==> config.mk <==
export PLATFORM = sky130hd
export DESIGN_NAME = dma_halt_drain
export DESIGN_NICKNAME = d
export VERILOG_FILES = /design/src/rtl/dma_hd_pkg.sv /design/src/rtl/dma_hd_fifo.sv /design/src/rtl/dma_hd_cnt.sv /design/src/rtl/dma_hd_addr.sv /design/src/rtl/dma_halt_drain.sv
export SDC_FILE = /design/constraint.sdc
export NUM_CORES = 1
export LEC_CHECK = 0
export BUFFER_PORTS_ARGS = -buffer_cell sky130_fd_sc_hd__buf_2
export CORE_ASPECT_RATIO = 2
export CORE_MARGIN = 10
export CORE_UTILIZATION = 50
export DETAILED_ROUTE_END_ITERATION = 16
export GPL_TIMING_DRIVEN = 0
export PLACE_DENSITY = 0.75
export SLEW_MARGIN = 25
export SYNTH_ARGS = -nofsm -noshare
export SYNTH_HDL_FRONTEND = slang
export SYNTH_SLANG_ARGS = --single-unit
==> constraint.sdc <==
create_clock -name clk -period 9.9 [get_ports clk]
set_input_delay 0 -clock clk [delete_from_list [all_inputs] [get_ports clk]]
set_output_delay 0 -clock clk [all_outputs]
set_load 0.02 [all_outputs]
==> src/rtl/dma_hd_pkg.sv <==
package dma_hd_pkg;
  localparam int unsigned WORD_BYTES = 4;

  // Sticky flag update: a set in the same cycle beats a clear.
  function automatic logic flag_next(input logic cur, input logic clr, input logic set);
    return set | (cur & ~clr);
  endfunction
endpackage

==> src/rtl/dma_hd_fifo.sv <==
module dma_hd_fifo #(
  parameter int unsigned DEPTH = 4,
  parameter int unsigned DW    = 32
) (
  input  logic          clk,
  input  logic          rst_n,
  input  logic          flush,
  input  logic          push,
  input  logic [DW-1:0] push_data,
  input  logic          pop,
  output logic [DW-1:0] pop_data,
  output logic          full,
  output logic          empty
);
  localparam int unsigned PTRW = (DEPTH > 2) ? $clog2(DEPTH) : 1;
  localparam int unsigned CNTW = $clog2(DEPTH + 1);

  logic [DW-1:0]   mem [DEPTH];
  logic [PTRW-1:0] wr_ptr, wr_ptr_d, rd_ptr, rd_ptr_d;
  logic [CNTW-1:0] count, count_d;
  logic            ptr_en;

  always_comb begin
    wr_ptr_d = wr_ptr;
    rd_ptr_d = rd_ptr;
    count_d  = count;
    if (flush) begin
      wr_ptr_d = '0;
      rd_ptr_d = '0;
      count_d  = '0;
    end else begin
      if (push) wr_ptr_d = (wr_ptr == PTRW'(DEPTH - 1)) ? '0 : wr_ptr + PTRW'(1);
      if (pop)  rd_ptr_d = (rd_ptr == PTRW'(DEPTH - 1)) ? '0 : rd_ptr + PTRW'(1);
      if (push && !pop)      count_d = count + CNTW'(1);
      else if (pop && !push) count_d = count - CNTW'(1);
    end
  end

  assign ptr_en = flush | push | pop;

  always_ff @(posedge clk or negedge rst_n) begin
    if (!rst_n) begin
      wr_ptr <= '0;
      rd_ptr <= '0;
      count  <= '0;
    end else if (ptr_en) begin
      wr_ptr <= wr_ptr_d;
      rd_ptr <= rd_ptr_d;
      count  <= count_d;
    end
  end

  for (genvar gi = 0; gi < DEPTH; gi++) begin : g_slot
    logic slot_we;
    assign slot_we = push && !flush && (wr_ptr == PTRW'(gi));
    always_ff @(posedge clk or negedge rst_n) begin
      if (!rst_n)       mem[gi] <= '0;
      else if (slot_we) mem[gi] <= push_data;
    end
  end

  assign pop_data = mem[rd_ptr];
  assign full     = (count == CNTW'(DEPTH));
  assign empty    = (count == '0);

  p_no_overflow_r3: assert property (@(posedge clk) disable iff (!rst_n)
    (push && !pop && !flush) |-> (count != CNTW'(DEPTH)));
  p_no_underflow_r4: assert property (@(posedge clk) disable iff (!rst_n)
    pop |-> (count != '0));
  p_flush_empties_r8: assert property (@(posedge clk) disable iff (!rst_n)
    flush |=> empty);
endmodule

==> src/rtl/dma_hd_cnt.sv <==
module dma_hd_cnt #(
  parameter int unsigned CW = 12
) (
  input  logic          clk,
  input  logic          rst_n,
  input  logic          clr,
  input  logic          load,
  input  logic [CW-1:0] load_val,
  input  logic          dec,
  output logic [CW-1:0] cnt,
  output logic          is_zero,
  output logic          is_one
);
  logic [CW-1:0] cnt_d;
  logic          cnt_en;

  always_comb begin
    cnt_d = cnt;
    if (clr)       cnt_d = '0;
    else if (load) cnt_d = load_val;
    else if (dec)  cnt_d = cnt - CW'(1);
  end

  assign cnt_en = clr | load | dec;

  always_ff @(posedge clk or negedge rst_n) begin
    if (!rst_n)      cnt <= '0;
    else if (cnt_en) cnt <= cnt_d;
  end

  assign is_zero = (cnt == '0);
  assign is_one  = (cnt == CW'(1));

  p_no_wrap_r9: assert property (@(posedge clk) disable iff (!rst_n)
    dec |-> !is_zero);
endmodule

==> src/rtl/dma_hd_addr.sv <==
module dma_hd_addr #(
  parameter int unsigned AW   = 32,
  parameter int unsigned STEP = 4
) (
  input  logic          clk,
  input  logic          rst_n,
  input  logic          load,
  input  logic [AW-1:0] load_val,
  input  logic          step,
  output logic [AW-1:0] addr
);
  logic [AW-1:0] addr_d;
  logic          addr_en;

  always_comb begin
    addr_d = addr;
    if (load)      addr_d = load_val;
    else if (step) addr_d = addr + AW'(STEP);
  end

  assign addr_en = load | step;

  always_ff @(posedge clk or negedge rst_n) begin
    if (!rst_n)       addr <= '0;
    else if (addr_en) addr <= addr_d;
  end

  p_addr_step_r5: assert property (@(posedge clk) disable iff (!rst_n)
    (step && !load) |=> (addr == $past(addr) + AW'(STEP)));
endmodule

==> src/rtl/dma_halt_drain.sv <==
module dma_halt_drain #(
  parameter int unsigned DEPTH = 4,
  parameter int unsigned DW    = 32,
  parameter int unsigned AW    = 32,
  parameter int unsigned CW    = 12,
  parameter int unsigned STEP  = dma_hd_pkg::WORD_BYTES
) (
  input  logic          clk,
  input  logic          rst_n,
  input  logic          prog_we,
  input  logic [AW-1:0] prog_src,
  input  logic [AW-1:0] prog_dst,
  input  logic [AW-1:0] prog_next,
  input  logic [CW-1:0] prog_count,
  input  logic          prog_src_inc,
  input  logic          prog_dst_inc,
  input  logic          cfg_we,
  input  logic          cfg_enable,
  input  logic          cfg_halt,
  input  logic          clr_tc,
  input  logic          clr_err,
  input  logic          periph_req,
  output logic          src_valid,
  output logic [AW-1:0] src_addr,
  input  logic          src_ready,
  input  logic [DW-1:0] src_data,
  input  logic          src_err,
  output logic          dst_valid,
  output logic [AW-1:0] dst_addr,
  output logic [DW-1:0] dst_data,
  input  logic          dst_ready,
  input  logic          dst_err,
  output logic          ch_enable,
  output logic          ch_active,
  output logic          irq_tc,
  output logic          irq_err
);
  import dma_hd_pkg::*;

  // reset: asynchronous assert, synchronous release
  logic [1:0] rst_pipe;
  logic       rst_sync_n;
  always_ff @(posedge clk or negedge rst_n) begin
    if (!rst_n) rst_pipe <= 2'b00;
    else        rst_pipe <= {rst_pipe[0], 1'b1};
  end
  assign rst_sync_n = rst_pipe[1];

  // channel state
  logic en_q, halt_q, pend_q, chain_q, sinc_q, dinc_q, tc_q, err_q;
  logic en_d, halt_d, pend_d, chain_d, sinc_d, dinc_d, tc_d, err_d;

  logic fifo_full, fifo_empty;
  logic rd_zero, rd_one, wr_zero, wr_one;
  logic [CW-1:0] rd_left, wr_left;

  logic hs_src, hs_dst, good_src, good_dst, bus_bad;
  logic start, start_chain, start_zero, start_run, stop_sw, last_beat;
  logic kill, cnt_clr, accept, prog_ld;

  always_comb begin
    hs_src      = src_valid & src_ready;
    hs_dst      = dst_valid & dst_ready;
    good_src    = hs_src & ~src_err;
    good_dst    = hs_dst & ~dst_err;
    bus_bad     = (hs_src & src_err) | (hs_dst & dst_err);
    start       = cfg_we & cfg_enable & ~en_q;
    start_chain = start & chain_q;
    start_zero  = start & ~chain_q & wr_zero;
    start_run   = start & ~chain_q & ~wr_zero;
    stop_sw     = cfg_we & ~cfg_enable & en_q;
    last_beat   = good_dst & wr_one;
    kill        = bus_bad | stop_sw | last_beat;
    cnt_clr     = bus_bad | stop_sw;
    accept      = en_q & ~halt_q & periph_req & ~pend_q & ~rd_zero;
    prog_ld     = prog_we & ~en_q;

    en_d    = kill ? 1'b0 : (start_run ? 1'b1 : en_q);
    halt_d  = cfg_we ? cfg_halt : halt_q;
    if (kill || good_src) pend_d = 1'b0;
    else if (accept)      pend_d = 1'b1;
    else                  pend_d = pend_q;
    chain_d = prog_ld ? (prog_next != '0) : chain_q;
    sinc_d  = prog_ld ? prog_src_inc : sinc_q;
    dinc_d  = prog_ld ? prog_dst_inc : dinc_q;
    tc_d    = flag_next(tc_q,  clr_tc,  last_beat | start_zero);
    err_d   = flag_next(err_q, clr_err, bus_bad | start_chain);
  end

  always_ff @(posedge clk or negedge rst_sync_n) begin
    if (!rst_sync_n) begin
      en_q    <= 1'b0;
      halt_q  <= 1'b0;
      pend_q  <= 1'b0;
      chain_q <= 1'b0;
      sinc_q  <= 1'b0;
      dinc_q  <= 1'b0;
      tc_q    <= 1'b0;
      err_q   <= 1'b0;
    end else begin
      en_q    <= en_d;
      halt_q  <= halt_d;
      pend_q  <= pend_d;
      chain_q <= chain_d;
      sinc_q  <= sinc_d;
      dinc_q  <= dinc_d;
      tc_q    <= tc_d;
      err_q   <= err_d;
    end
  end

  dma_hd_fifo #(.DEPTH(DEPTH), .DW(DW)) u_fifo (
    .clk(clk), .rst_n(rst_sync_n), .flush(kill),
    .push(good_src), .push_data(src_data),
    .pop(good_dst), .pop_data(dst_data),
    .full(fifo_full), .empty(fifo_empty)
  );

  dma_hd_cnt #(.CW(CW)) u_rd_cnt (
    .clk(clk), .rst_n(rst_sync_n), .clr(cnt_clr), .load(prog_ld),
    .load_val(prog_count), .dec(good_src),
    .cnt(rd_left), .is_zero(rd_zero), .is_one(rd_one)
  );

  dma_hd_cnt #(.CW(CW)) u_wr_cnt (
    .clk(clk), .rst_n(rst_sync_n), .clr(cnt_clr), .load(prog_ld),
    .load_val(prog_count), .dec(good_dst),
    .cnt(wr_left), .is_zero(wr_zero), .is_one(wr_one)
  );

  dma_hd_addr #(.AW(AW), .STEP(STEP)) u_src_addr (
    .clk(clk), .rst_n(rst_sync_n), .load(prog_ld), .load_val(prog_src),
    .step(good_src & sinc_q), .addr(src_addr)
  );

  dma_hd_addr #(.AW(AW), .STEP(STEP)) u_dst_addr (
    .clk(clk), .rst_n(rst_sync_n), .load(prog_ld), .load_val(prog_dst),
    .step(good_dst & dinc_q), .addr(dst_addr)
  );

  assign src_valid = en_q & pend_q & ~fifo_full;
  assign dst_valid = en_q & ~fifo_empty;
  assign ch_active = en_q & (pend_q | ~fifo_empty);
  assign ch_enable = en_q;
  assign irq_tc    = tc_q;
  assign irq_err   = err_q;

  p_reads_bounded_r3: assert property (@(posedge clk) disable iff (!rst_sync_n)
    src_valid |-> !rd_zero);
  p_start_r2: assert property (@(posedge clk) disable iff (!rst_sync_n)
    (cfg_we && cfg_enable && !ch_enable && !chain_q && !wr_zero) |=> ch_enable);
  p_halt_blocks_r6: assert property (@(posedge clk) disable iff (!rst_sync_n)
    (halt_q && !pend_q) |=> !pend_q);
  p_disable_drop_r8: assert property (@(posedge clk) disable iff (!rst_sync_n)
    (cfg_we && !cfg_enable && ch_enable) |=> (!ch_enable && !ch_active && !dst_valid));
  p_tc_selfclear_r9: assert property (@(posedge clk) disable iff (!rst_sync_n)
    (dst_valid && dst_ready && !dst_err && wr_one) |=> (!ch_enable && irq_tc));
  p_zero_count_r10: assert property (@(posedge clk) disable iff (!rst_sync_n)
    (cfg_we && cfg_enable && !ch_enable && !chain_q && wr_zero) |=> (irq_tc && !ch_enable));
  p_chain_refused_r11: assert property (@(posedge clk) disable iff (!rst_sync_n)
    (cfg_we && cfg_enable && !ch_enable && chain_q) |=> (irq_err && !ch_enable));
  p_bus_error_r12: assert property (@(posedge clk) disable iff (!rst_sync_n)
    ((src_valid && src_ready && src_err) || (dst_valid && dst_ready && dst_err))
      |=> (irq_err && !ch_enable && !ch_active));
  p_tc_sticky_r13: assert property (@(posedge clk) disable iff (!rst_sync_n)
    (irq_tc && !clr_tc) |=> irq_tc);
  p_err_sticky_r13: assert property (@(posedge clk) disable iff (!rst_sync_n)
    (irq_err && !clr_err) |=> irq_err);
endmodule

==> qor.yml, run 1 <==
htreeDepth: 1
cts_resized: 0
slowest_stage: "dlygate4sd3_1"
synth_ff_type: "dfrtp_1"
drc: 0
p_leak_nw: 7.06
drive_gt1_share_pct: 31.0
clock_skew_ps: 13.7
clkPwrFrac_pct: 23.0
die_w_um: 127
min_path_cells: 5
intPower_mw: 2.33
post-route-min-period_ps: 3200
ys_ff_latch: 233
rsz0062_at_grt: "false"
met3_usage_pct: 5.59
reg2regPathDepth: 6
combPwrFrac_pct: 36.7
switchingPower_mw: 1.48
final.period_utilization_pct: 32.3
crit_top_cell: "clkbuf_1"
cpPeakStageDelay_ps: 640
avgSynthCellArea_um2: 11.9
cts-root-buf: "clkbuf_16"
dp_hpwl_um: 24300
ys_seq_area_share_pct: 50.9
setup_viol: 0
die_h_um: 234
gr-total-overflow: 0
ys_async_sr_fraction_pct: 100
cp-start-kind: "register"
syn_nets: 1130
synth_cell_type_count: 54
drt_wl_total_um: 34300
drt-initial-drc-count: 565
gr-usage-met2_pct: 42.5
track_usage_pct: 22.7
busiest_layer: "met2"
p_per_area_mw_per_mm2: 251
cts_setup_buffers: 0
critPathRequiredTime_ps: 10360
num_vias: 9490
wl_per_cell_um: 20.6
yosys_warnings: 0
final_nets: 1539
crit_path_end_kind: "register"
cts.sinks: 233
io-pin-count: 257
place_area_mm2: 0.0132
antenna_found_initial: 2
synth-edff-count: 0
start_util_pct: 50.5
status: "completed"
clock_path_buffers: 3
clk_latency_ps: 520
rows: 78
drv_cap: 0
maxSlewHeadroom_pct: 27.1
layout_common_cells: "buf_2, dfrtp_1, dlygate4sd3_1, nand2_1, mux2_2"
grt_pass1_vias: 10700
cp_cell_sequence: "nor2b_1 > clkbuf_1 > clkbuf_1 > o21ai_0 > dlygate4sd3_1 > nand2_1"
vdd_ir_drop_max_mv: 0.178
grt_pass1_wl_um: 54900
hold_violations: 0
place_congestion: 0.882
path_max_fanout: 10
grtUsageMet1_pct: 22.2
cts_buffers: 22
core-area_mm2: 0.0226
final_cell_area_mm2: 0.0152
synthesis.area_mm2: 0.0114
postRouteAntennaNets: 0
io_buffers: 256
grt_max_degree: 54
hp-class: "primary input to register"
clk_pin_slew_ps: 70
arrival_ps: 3650
fmax_ghz: 0.313
drv_slew: 0
cts_tree: "yes"
postCtsHoldBufs: 125
synthToLayoutAreaGrowth_pct: 32.8
power_frac_seq_pct: 40.3
viasPerCell: 5.68
final.setup.tns_ps: 0
switching_share_pct: 38.8
dieArea_mm2: 0.0297
tightest_slew_ps: 1080
drtPass1Iterations: 5
mostFrequentLayoutCell: "buf_2"
crit_type: "register to register"
synth_cells: 962
-- per-layer routing --
metal | vias to the layer above | wire, um
met2 | 420 | 18600
met4 | 0 | 1750
li1 | 4309 | -
met5 | - | 0
met1 | 4650 | 11500
met3 | 111 | 2500
-- worst max-delay path: cells and delay by family (launching register included) --
kind	cells	cell delay [ps]
AO/OA/AOI/OAI	1	250
buffers and inverters	3	1720
flip-flops	1	480
AND/OR/NAND/NOR	2	670
-- state kept, by name, summed over array words and instances (netlist names), 2 cells and up --
name / count
u_rd_cnt.cnt: 12
u_dst_addr.addr: 32
u_fifo.wr_ptr: 2
rst_pipe: 2
u_fifo.count: 3
u_src_addr.addr: 32
u_fifo.mem: 128
u_wr_cnt.cnt: 12
u_fifo.rd_ptr: 2
-- per-stage QoR --
stage	instances	worst slack [ps]	hold slack, ps	power, mW	util, %
2_1_floorplan	962	2930	-296	2.38	-
3_3_place_gp	1498	334	-215	2.83	57.8
3_5_place_dp	1502	7270	-213	2.88	58.3
4_1_cts	1667	6780	37.7	3.82	67.1
5_1_grt	1669	6680	97.5	4.02	67.1
6_report	1670	6700	62.4	3.81	67.1
-- final cells by class --
type                    instances  area (um^2)
fillers                      1636         7440
multi-input cells             665         5280
diodes                          3         7.51
clock inverters                12          129
clock buffers                  28          623
plain buffers                  49          277
repair buffers                385         2640
flip-flops and latches        233         5830
well taps                     280          350
inverters                      15         56.3
-- logic make-up after synthesis --
group | synth area share [%]
AOI/OAI and AO/OA | 5.67
xor gates and xnor gates | 5.36
adders and majority gates | 1.49
buffers and inverters | 2.91
DFF | 50.9
muxes | 19.2
other | 0.0328
and+or+nand+nor | 14.4
-- power by group through the flow --
| stage | Sequential [mW] | Combinational (mW) | Clock [mW] |
|---|---|---|---|
| after global routing | 1.57 | 1.51 | 0.926 |
| after global placement | 1.54 | 1.30 | 0 |
| after floorplan | 1.63 | 0.753 | 0 |
| final | 1.53 | 1.40 | 0.876 |
| after detailed placement | 1.54 | 1.35 | 0 |
| after CTS | 1.53 | 1.40 | 0.895 |
-- synth_stat cells (4+ instances only) --
| master | n | area share (%) |
|---|---|---|
| o21ai_0 | 60 | 2.6 |
| a211oi_1 | 5 | 0.33 |
| nand2_1 | 104 | 3.4 |
| nand4_4 | 5 | 0.93 |
| xnor2_1 | 30 | 2.3 |
| mux4_2 | 32 | 6.3 |
| o21ai_1 | 6 | 0.26 |
| and3_1 | 11 | 0.60 |
| inv_1 | 15 | 0.49 |
| clkbuf_1 | 29 | 0.95 |
| xor2_1 | 40 | 3.1 |
| mux2_1 | 58 | 5.7 |
| mux2_2 | 71 | 7.0 |
| o211ai_1 | 4 | 0.26 |
| a21oi_1 | 26 | 1.1 |
| nor3_1 | 29 | 1.3 |
| a31oi_1 | 5 | 0.27 |
| nand4_1 | 31 | 1.7 |
| nand2b_1 | 5 | 0.27 |
| or4_1 | 7 | 0.46 |
| and4_1 | 9 | 0.69 |
| or3_1 | 6 | 0.33 |
| nor4_1 | 16 | 0.87 |
| buf_6 | 12 | 1.2 |
| buf_1 | 6 | 0.20 |
| ha_1 | 12 | 1.3 |
| nor2_1 | 31 | 1.0 |
| nand3_1 | 27 | 1.2 |
| and2_1 | 4 | 0.22 |
| dfrtp_1 | 233 | 51 |
-- path summary, 6_finish.rpt --
check / to / start / slack [ps]
worst min-delay path: u_wr_cnt.cnt[9] / dst_err / 60
worst min register to register: rst_pipe[1] / rst_pipe[0] / 350
min in group asynchronous: rst_pipe[0] / rst_n / 320
worst max register to register: chain_q / ch_enable / 6700
max in group asynchronous: u_fifo.mem[80] / rst_pipe[1] / 8280
worst max-delay path: chain_q / ch_enable / 6700
Note: power is estimated with default switching activity, not from simulation.
==> run 2, diff against run 1 <==
- ABC_AREA: not set -> 1
- PLACE_DENSITY: 0.75 -> 0.76
- clock period: 9.9 -> 2.64 ns (I/O delays scaled with it)
==> run 2 against run 1 <==
Final cell count increased by 62%; global-route usage increased by 8.4 points; power increased to 4.6 times the previous value; worst setup slack got worse by 6600 ps; critical path type is now register to output port; critical endpoint is now dst_data[6]; largest cell class is now multi-input gates; largest power group is now combinational logic.
==> qor.yml, run 2 <==
yosys_warnings: 0  # unchanged
n_fill_cell: 2370  # +45%
power.total_mw: 17.6  # +360%
post-synth-top-count-cell: "nand2_1"
grt_pass1_wl_um: 84600  # +54%
num_vias: 15500  # +63%
drv_slew: 0  # unchanged
drv_cap: 0  # unchanged
io-pin-count: 257  # unchanged
clk_latency_ps: 530  # about the same
setup_viol: 0  # unchanged
critPathRequiredTime_ps: 2640  # -7720 ps
synthToLayoutAreaGrowth_pct: 29.6
avgSynthCellArea_um2: 7.09  # -40%
post-route-min-period_ps: 2530
p_per_area_mw_per_mm2: 998  # +300%
vdd_ir_drop_max_mv: 0.627  # +250%
layout_common_cells: "nand2_1, buf_2, nor2_1, dfrtp_1, nand4_1"
tightest_slew_ps: 787  # -297 ps
status: "completed"
grt_max_degree: 52  # -3.7%
cts_tree: "yes"
syn_nets: 2088  # +85%
fmax_ghz: 0.395
ys_ff_latch: 233  # unchanged
cts_setup_buffers: 0  # unchanged
drt-initial-drc-count: 1185  # +110%
place_congestion: 0.968  # +9.8%
gr-total-overflow: 0  # unchanged
io_buffers: 256  # unchanged
top_regs: "u_fifo.mem x128, u_dst_addr.addr x32, u_src_addr.addr x32"
core-area_mm2: 0.0269  # +19%
switching_share_pct: 47.0  # +8.3 points
synth_ff_type: "dfrtp_1"
final_nets: 2509  # +63%
synth_cell_type_count: 46  # -15%
dieArea_mm2: 0.0346  # +17%
drtPass1Iterations: 5  # unchanged
rows: 85  # +9.0%
hp-class: "primary input to register"
mostFrequentLayoutCell: "nand2_1"
wl_per_cell_um: 20.3  # -1.1%
largest_reg_flops: 128  # unchanged
crit_path_end_kind: "output port"
yosys-top-cells-area: "dfrtp_1, nand2_1, nor2_1"
synth-edff-count: 0  # unchanged
switchingPower_mw: 8.28  # +460%
cts.sinks: 233  # unchanged
intPower_mw: 9.34  # +300%
dp_hpwl_um: 40400  # +66%
htreeDepth: 1  # unchanged
die_h_um: 253  # +8.3%
p_leak_nw: 8.97  # +27%
top_register: "u_fifo.mem"
ys_seq_area_share_pct: 42.8  # -8.1 points
path_max_fanout: 10  # unchanged
power_frac_seq_pct: 33.0  # -7.3 points
arrival_ps: 2530  # -1120 ps
clock_path_buffers: 3  # unchanged
synthesis.area_mm2: 0.0136  # +19%
place_area_mm2: 0.0155  # +17%
combPwrFrac_pct: 46.2  # +9.5 points
synth_top_area_cell: "dfrtp_1"
final.period_utilization_pct: 96.0
ys_async_sr_fraction_pct: 100  # unchanged
drc: 0  # unchanged
cts-root-buf: "clkbuf_16"
antenna_found_initial: 2  # unchanged
drt_wl_total_um: 55000  # +60%
clock_skew_ps: 8.57  # -5.13 ps
hold_violations: 0  # unchanged
final_cell_area_mm2: 0.0177  # +16%
die_w_um: 137  # +7.7%
rsz0062_at_grt: "false"
clkPwrFrac_pct: 20.8  # -2.2 points
synth_top_area_share_pct: 42.8  # -8.1 points
cp-start-kind: "register"
drive_gt1_share_pct: 17.0  # -14 points
synth_top_cells_by_count: "nand2_1, nor2_1, dfrtp_1"
crit_type: "register to output port"
start_util_pct: 50.6  # +0.074 points
cts_buffers: 22  # unchanged
track_usage_pct: 31.1  # +8.4 points
viasPerCell: 5.73  # +0.76%
postRouteAntennaNets: 0  # unchanged
grt_pass1_vias: 15900  # +48%
maxSlewHeadroom_pct: 47.5  # +20 points
synth_cells: 1920  # +100%
clk_pin_slew_ps: 70  # about the same
run 2: critical path, cell delays in order (launching register included):
cell and delay (ps):
dfrtp_1 400, clkbuf_1 400, clkbuf_1 530, nor2_1 110, o22ai_1 320, buf_2 240
run 2: per-stage QoR:
stage               hold WS [ps]  TNS (ps)  setup slack [ps]  utilization (%)  instances
detailed placement          -213         0               339             57.4       2528
floorplan                   -296         0               287                -       1920
global placement            -215   -149770              -679             57.0       2524
CTS                         11.6         0              32.5             65.6       2704
global route                58.5         0              37.7             65.6       2706
finish                      30.7         0               106             65.6       2707
run 2: cells by family (layout without fill, tap and decap cells):
logic type	after synthesis	in the layout	synth area share, %
other cells	1	4	0.0275
fa+ha+maj	13	13	1.25
simple gates	1245	1245	39.7
xor+xnor	7	7	0.450
compound gates	213	213	8.65
flops	233	233	42.8
buf+inv	208	644	7.07
run 2: repair_timing:
item | CTS | global route
endpoints found under the setup margin | 19 | 10
hold endpoints to repair | 226 | 0
hold buffers | 137 | 0
gates resized for setup | 5 | 2
run 2: final cells by class:
class                           instances  area (um^2)  area share [%]
Antenna cell                            3         7.51          0.0425
Clock buffer                           26          617            3.49
Inverter                               96          360            2.04
Multi-Input combinational cell       1479         6830            38.7
Sequential cell                       233         5830            33.0
Timing Repair Buffer                  397         2760            15.6
Tap cell                              348          435            2.47
Buffer                                112          611            3.46
Clock inverter                         13          201            1.14
run 2: routing by layer:
| layer | track usage (%) | up-vias | wire length (um) |
|---|---|---|---|
| met5 | 0 | - | 0 |
| met4 | 23.6 | 0 | 4180 |
| met3 | 5.46 | 268 | 3840 |
| met2 | 56.2 | 790 | 29100 |
| met1 | 30.3 | 7247 | 17900 |
| li1 | - | 7195 | - |
run 2: power groups by stage:
stage | combinational, mW | sequential, mW | clock (mW)
3_3_place_gp | 7.61 | 5.84 | 0
4_1_cts | 8.03 | 5.76 | 3.71
5_1_grt | 8.89 | 5.93 | 3.86
2_1_floorplan | 4.53 | 6.07 | 0
3_5_place_dp | 7.83 | 5.81 | 0
6_report | 8.13 | 5.82 | 3.67
run 2: path summary, 6_finish.rpt:
| kind | start | to | slack, ps | depth (start not counted) |
|---|---|---|---|---|
| min | src_err | u_fifo.wr_ptr[0] | 30 | 5 |
| max in group asynchronous | rst_pipe[1] | u_fifo.mem[42] | 1190 | 2 |
| max reg2reg | ch_enable | u_rd_cnt.cnt[10] | 260 | 9 |
| min in group asynchronous | rst_n | rst_pipe[1] | 330 | 3 |
| max | u_fifo.rd_ptr[0] | dst_data[6] | 110 | 5 |
| min reg2reg | rst_pipe[0] | rst_pipe[1] | 360 | 0 |
==> run 3, diff against run 2 <==
- ABC_AREA: 1 -> not set
- CORE_UTILIZATION: 50 -> 49
==> run 3 against run 2 <==
Design area fell by 13%; first-iteration DRC count shrank 59%; die area is 13% lower; critical endpoint is now u_fifo.mem[11]; largest power group is now sequential cells.
==> qor.yml, run 3 (synthesis results as in run 1) <==
n_fill_cell: 1689  # -29%
r2r_start: "u_wr_cnt.cnt[8]"
critPathRequiredTime_ps: 3030  # +390 ps
clk_pin_slew_ps: 70  # about the same
path_max_fanout: 10  # unchanged
final.setup.worst_slack_ps: 173  # +67.5 ps
cts.sinks: 233  # unchanged
drc: 0  # unchanged
p_per_area_mw_per_mm2: 938  # -6.0%
drv_slew: 0  # unchanged
num_vias: 9436  # -39%
mostFrequentLayoutCell: "buf_2"
cts_tree: "yes"
htreeDepth: 1  # unchanged
rows: 79  # -7.1%
vdd_ir_drop_max_mv: 0.751  # +20%
clock_skew_ps: 6.32  # -2.26 ps
crit_type: "register to register"
layout_common_cells: "buf_2, dfrtp_1, dlygate4sd3_1, nand2_1, mux2_2"
post-route-min-period_ps: 2470  # -67.5 ps
drive_gt1_share_pct: 31.6  # +15 points
top_regs: "u_fifo.mem x128, u_dst_addr.addr x32, u_src_addr.addr x32"
intPower_mw: 8.93  # -4.4%
drtPass1Iterations: 5  # unchanged
io-pin-count: 257  # unchanged
drt-initial-drc-count: 480  # -59%
hold_violations: 0  # unchanged
combPwrFrac_pct: 36.3  # -9.9 points
top_register: "u_fifo.mem"
cp-start-kind: "register"
setup.worst_path.end: "u_fifo.mem[11]"
drt_wl_total_um: 34200  # -38%
track_usage_pct: 22.7  # -8.4 points
viasPerCell: 5.63  # -1.7%
clkPwrFrac_pct: 23.7  # +2.9 points
dp_hpwl_um: 24200  # -40%
die_w_um: 128  # -6.3%
switchingPower_mw: 5.46  # -34%
status: "completed"
hp-class: "primary input to register"
cts_buffers: 22  # unchanged
arrival_ps: 2850  # +320 ps
dieArea_mm2: 0.0302  # -13%
cts-root-buf: "clkbuf_16"
die_h_um: 236  # -6.8%
crit_path_end_kind: "register"
final_nets: 1545  # -38%
tightest_slew_ps: 1060  # +273 ps
core-area_mm2: 0.0231  # -14%
start_util_pct: 49.5  # -1.1 points
antenna_found_initial: 3  # +1
place_congestion: 0.892  # -7.9%
setup_viol: 0  # unchanged
grt_pass1_vias: 10700  # -33%
place_area_mm2: 0.0132  # -15%
final.period_utilization_pct: 93.4  # -2.6 points
drv_cap: 0  # unchanged
clock_path_buffers: 3  # unchanged
postRouteAntennaNets: 0  # unchanged
final_cell_area_mm2: 0.0153  # -13%
io_buffers: 256  # unchanged
clk_latency_ps: 510  # -20 ps
wl_per_cell_um: 20.4  # +0.43%
reg2reg_slack_ps: 170  # -90 ps
largest_reg_flops: 128  # unchanged
pre_cts_slack_ps: -14.8  # -354 ps
gr-total-overflow: 0  # unchanged
maxSlewHeadroom_pct: 28.6  # -19 points
reg2reg_to: "u_fifo.mem[11]"
p_leak_nw: 7.13  # -20%
rsz0062_at_grt: "false"
reg2regPathDepth: 6  # -3
fmax_ghz: 0.405  # +2.7%
grt_pass1_wl_um: 55800  # -34%
power_frac_seq_pct: 40.0  # +7.0 points
synthToLayoutAreaGrowth_pct: 33.9
crit_path_start: "u_wr_cnt.cnt[8]"
grt_max_degree: 57  # +9.6%
switching_share_pct: 37.9  # -9.1 points
[run 3: cell types whose count changed in the layout (fill, tap and decap cells not counted), moves of 58 or more]
cell / previous run / this run
nand2_1: 634 / 104
nor2_1: 291 / 31
nand4_1: 140 / 31
nand3_1: 124 / 27
inv_1: 91 / 15
mux2_2: 0 / 71
o21ai_0: 126 / 60
mux2_1: 0 / 58
[run 3: critical path: stages (launching register included)]
cell and delay, ps:
dfrtp_1 420, or4_1 590, nor3_4 230, nand4_4 270
nand4_4 270, buf_6 200, mux2_2 360
[run 3: worst min-delay path by stage]
stage,end,slack [ps],cells after the start,from
floorplan,rst_pipe[0],-300,0,rst_n
global placement,rst_pipe[0],-210,1,rst_n
detailed placement,rst_pipe[0],-210,1,rst_n
CTS,u_wr_cnt.cnt[11],60,5,dst_err
global route,u_rd_cnt.cnt[1],110,4,cfg_we
finish,u_rd_cnt.cnt[1],90,4,cfg_we
[run 3: final cells by class]
type	instances	area [um^2]	share of cell area, %
timing repair buffer	392	2700	17.6
clock inverter	8	120	0.784
antenna	2	5.00	0.0326
multi-input combinational	665	5300	34.6
tap	283	354	2.31
clock buffer	30	662	4.32
inverter	15	56.3	0.367
buffer	48	295	1.93
sequential	233	5830	38.1
[run 3: layer usage]
layer  track usage (%)  routed length [um]  up-vias
li1                  -                   -     4320
met1              22.7               11600     4610
met2              41.6               18600      392
met3              5.44                2280      112
met4              11.7                1670        2
met5                 0                  12        -
[run 3: through the flow]
step / setup TNS, ps / instances / total power, mW / hold slack, ps / utilization (%)
after floorplan: 0 / 962 / 8.92 / -296 / -
after global placement: -114050 / 1501 / 10.6 / -215 / 56.6
after detailed placement: -19.9 / 1505 / 10.8 / -210 / 57.0
after CTS: 0 / 1670 / 14.4 / 62.5 / 66.0
after global routing: 0 / 1676 / 15.2 / 109 / 66.3
final: 0 / 1676 / 14.4 / 91.5 / 66.3
[run 3: timing repair]
action                                  4_1_cts  5_1_grt
pin swaps                                     1        2
endpoints found under the setup margin       30       14
buffers inserted                              1        4
hold buffers                                127        0
resized for setup                             8        3
endpoints found under the hold margin       225        0
[run 3: power by group through the flow]
stage               clock (mW)  sequential, mW  combinational (mW)
floorplan                    0            6.09                2.82
global placement             0            5.75                4.87
detailed placement           0            5.75                5.06
CTS                       3.49            5.71                5.23
global route              3.62            5.91                5.67
finish                    3.41            5.76                5.22
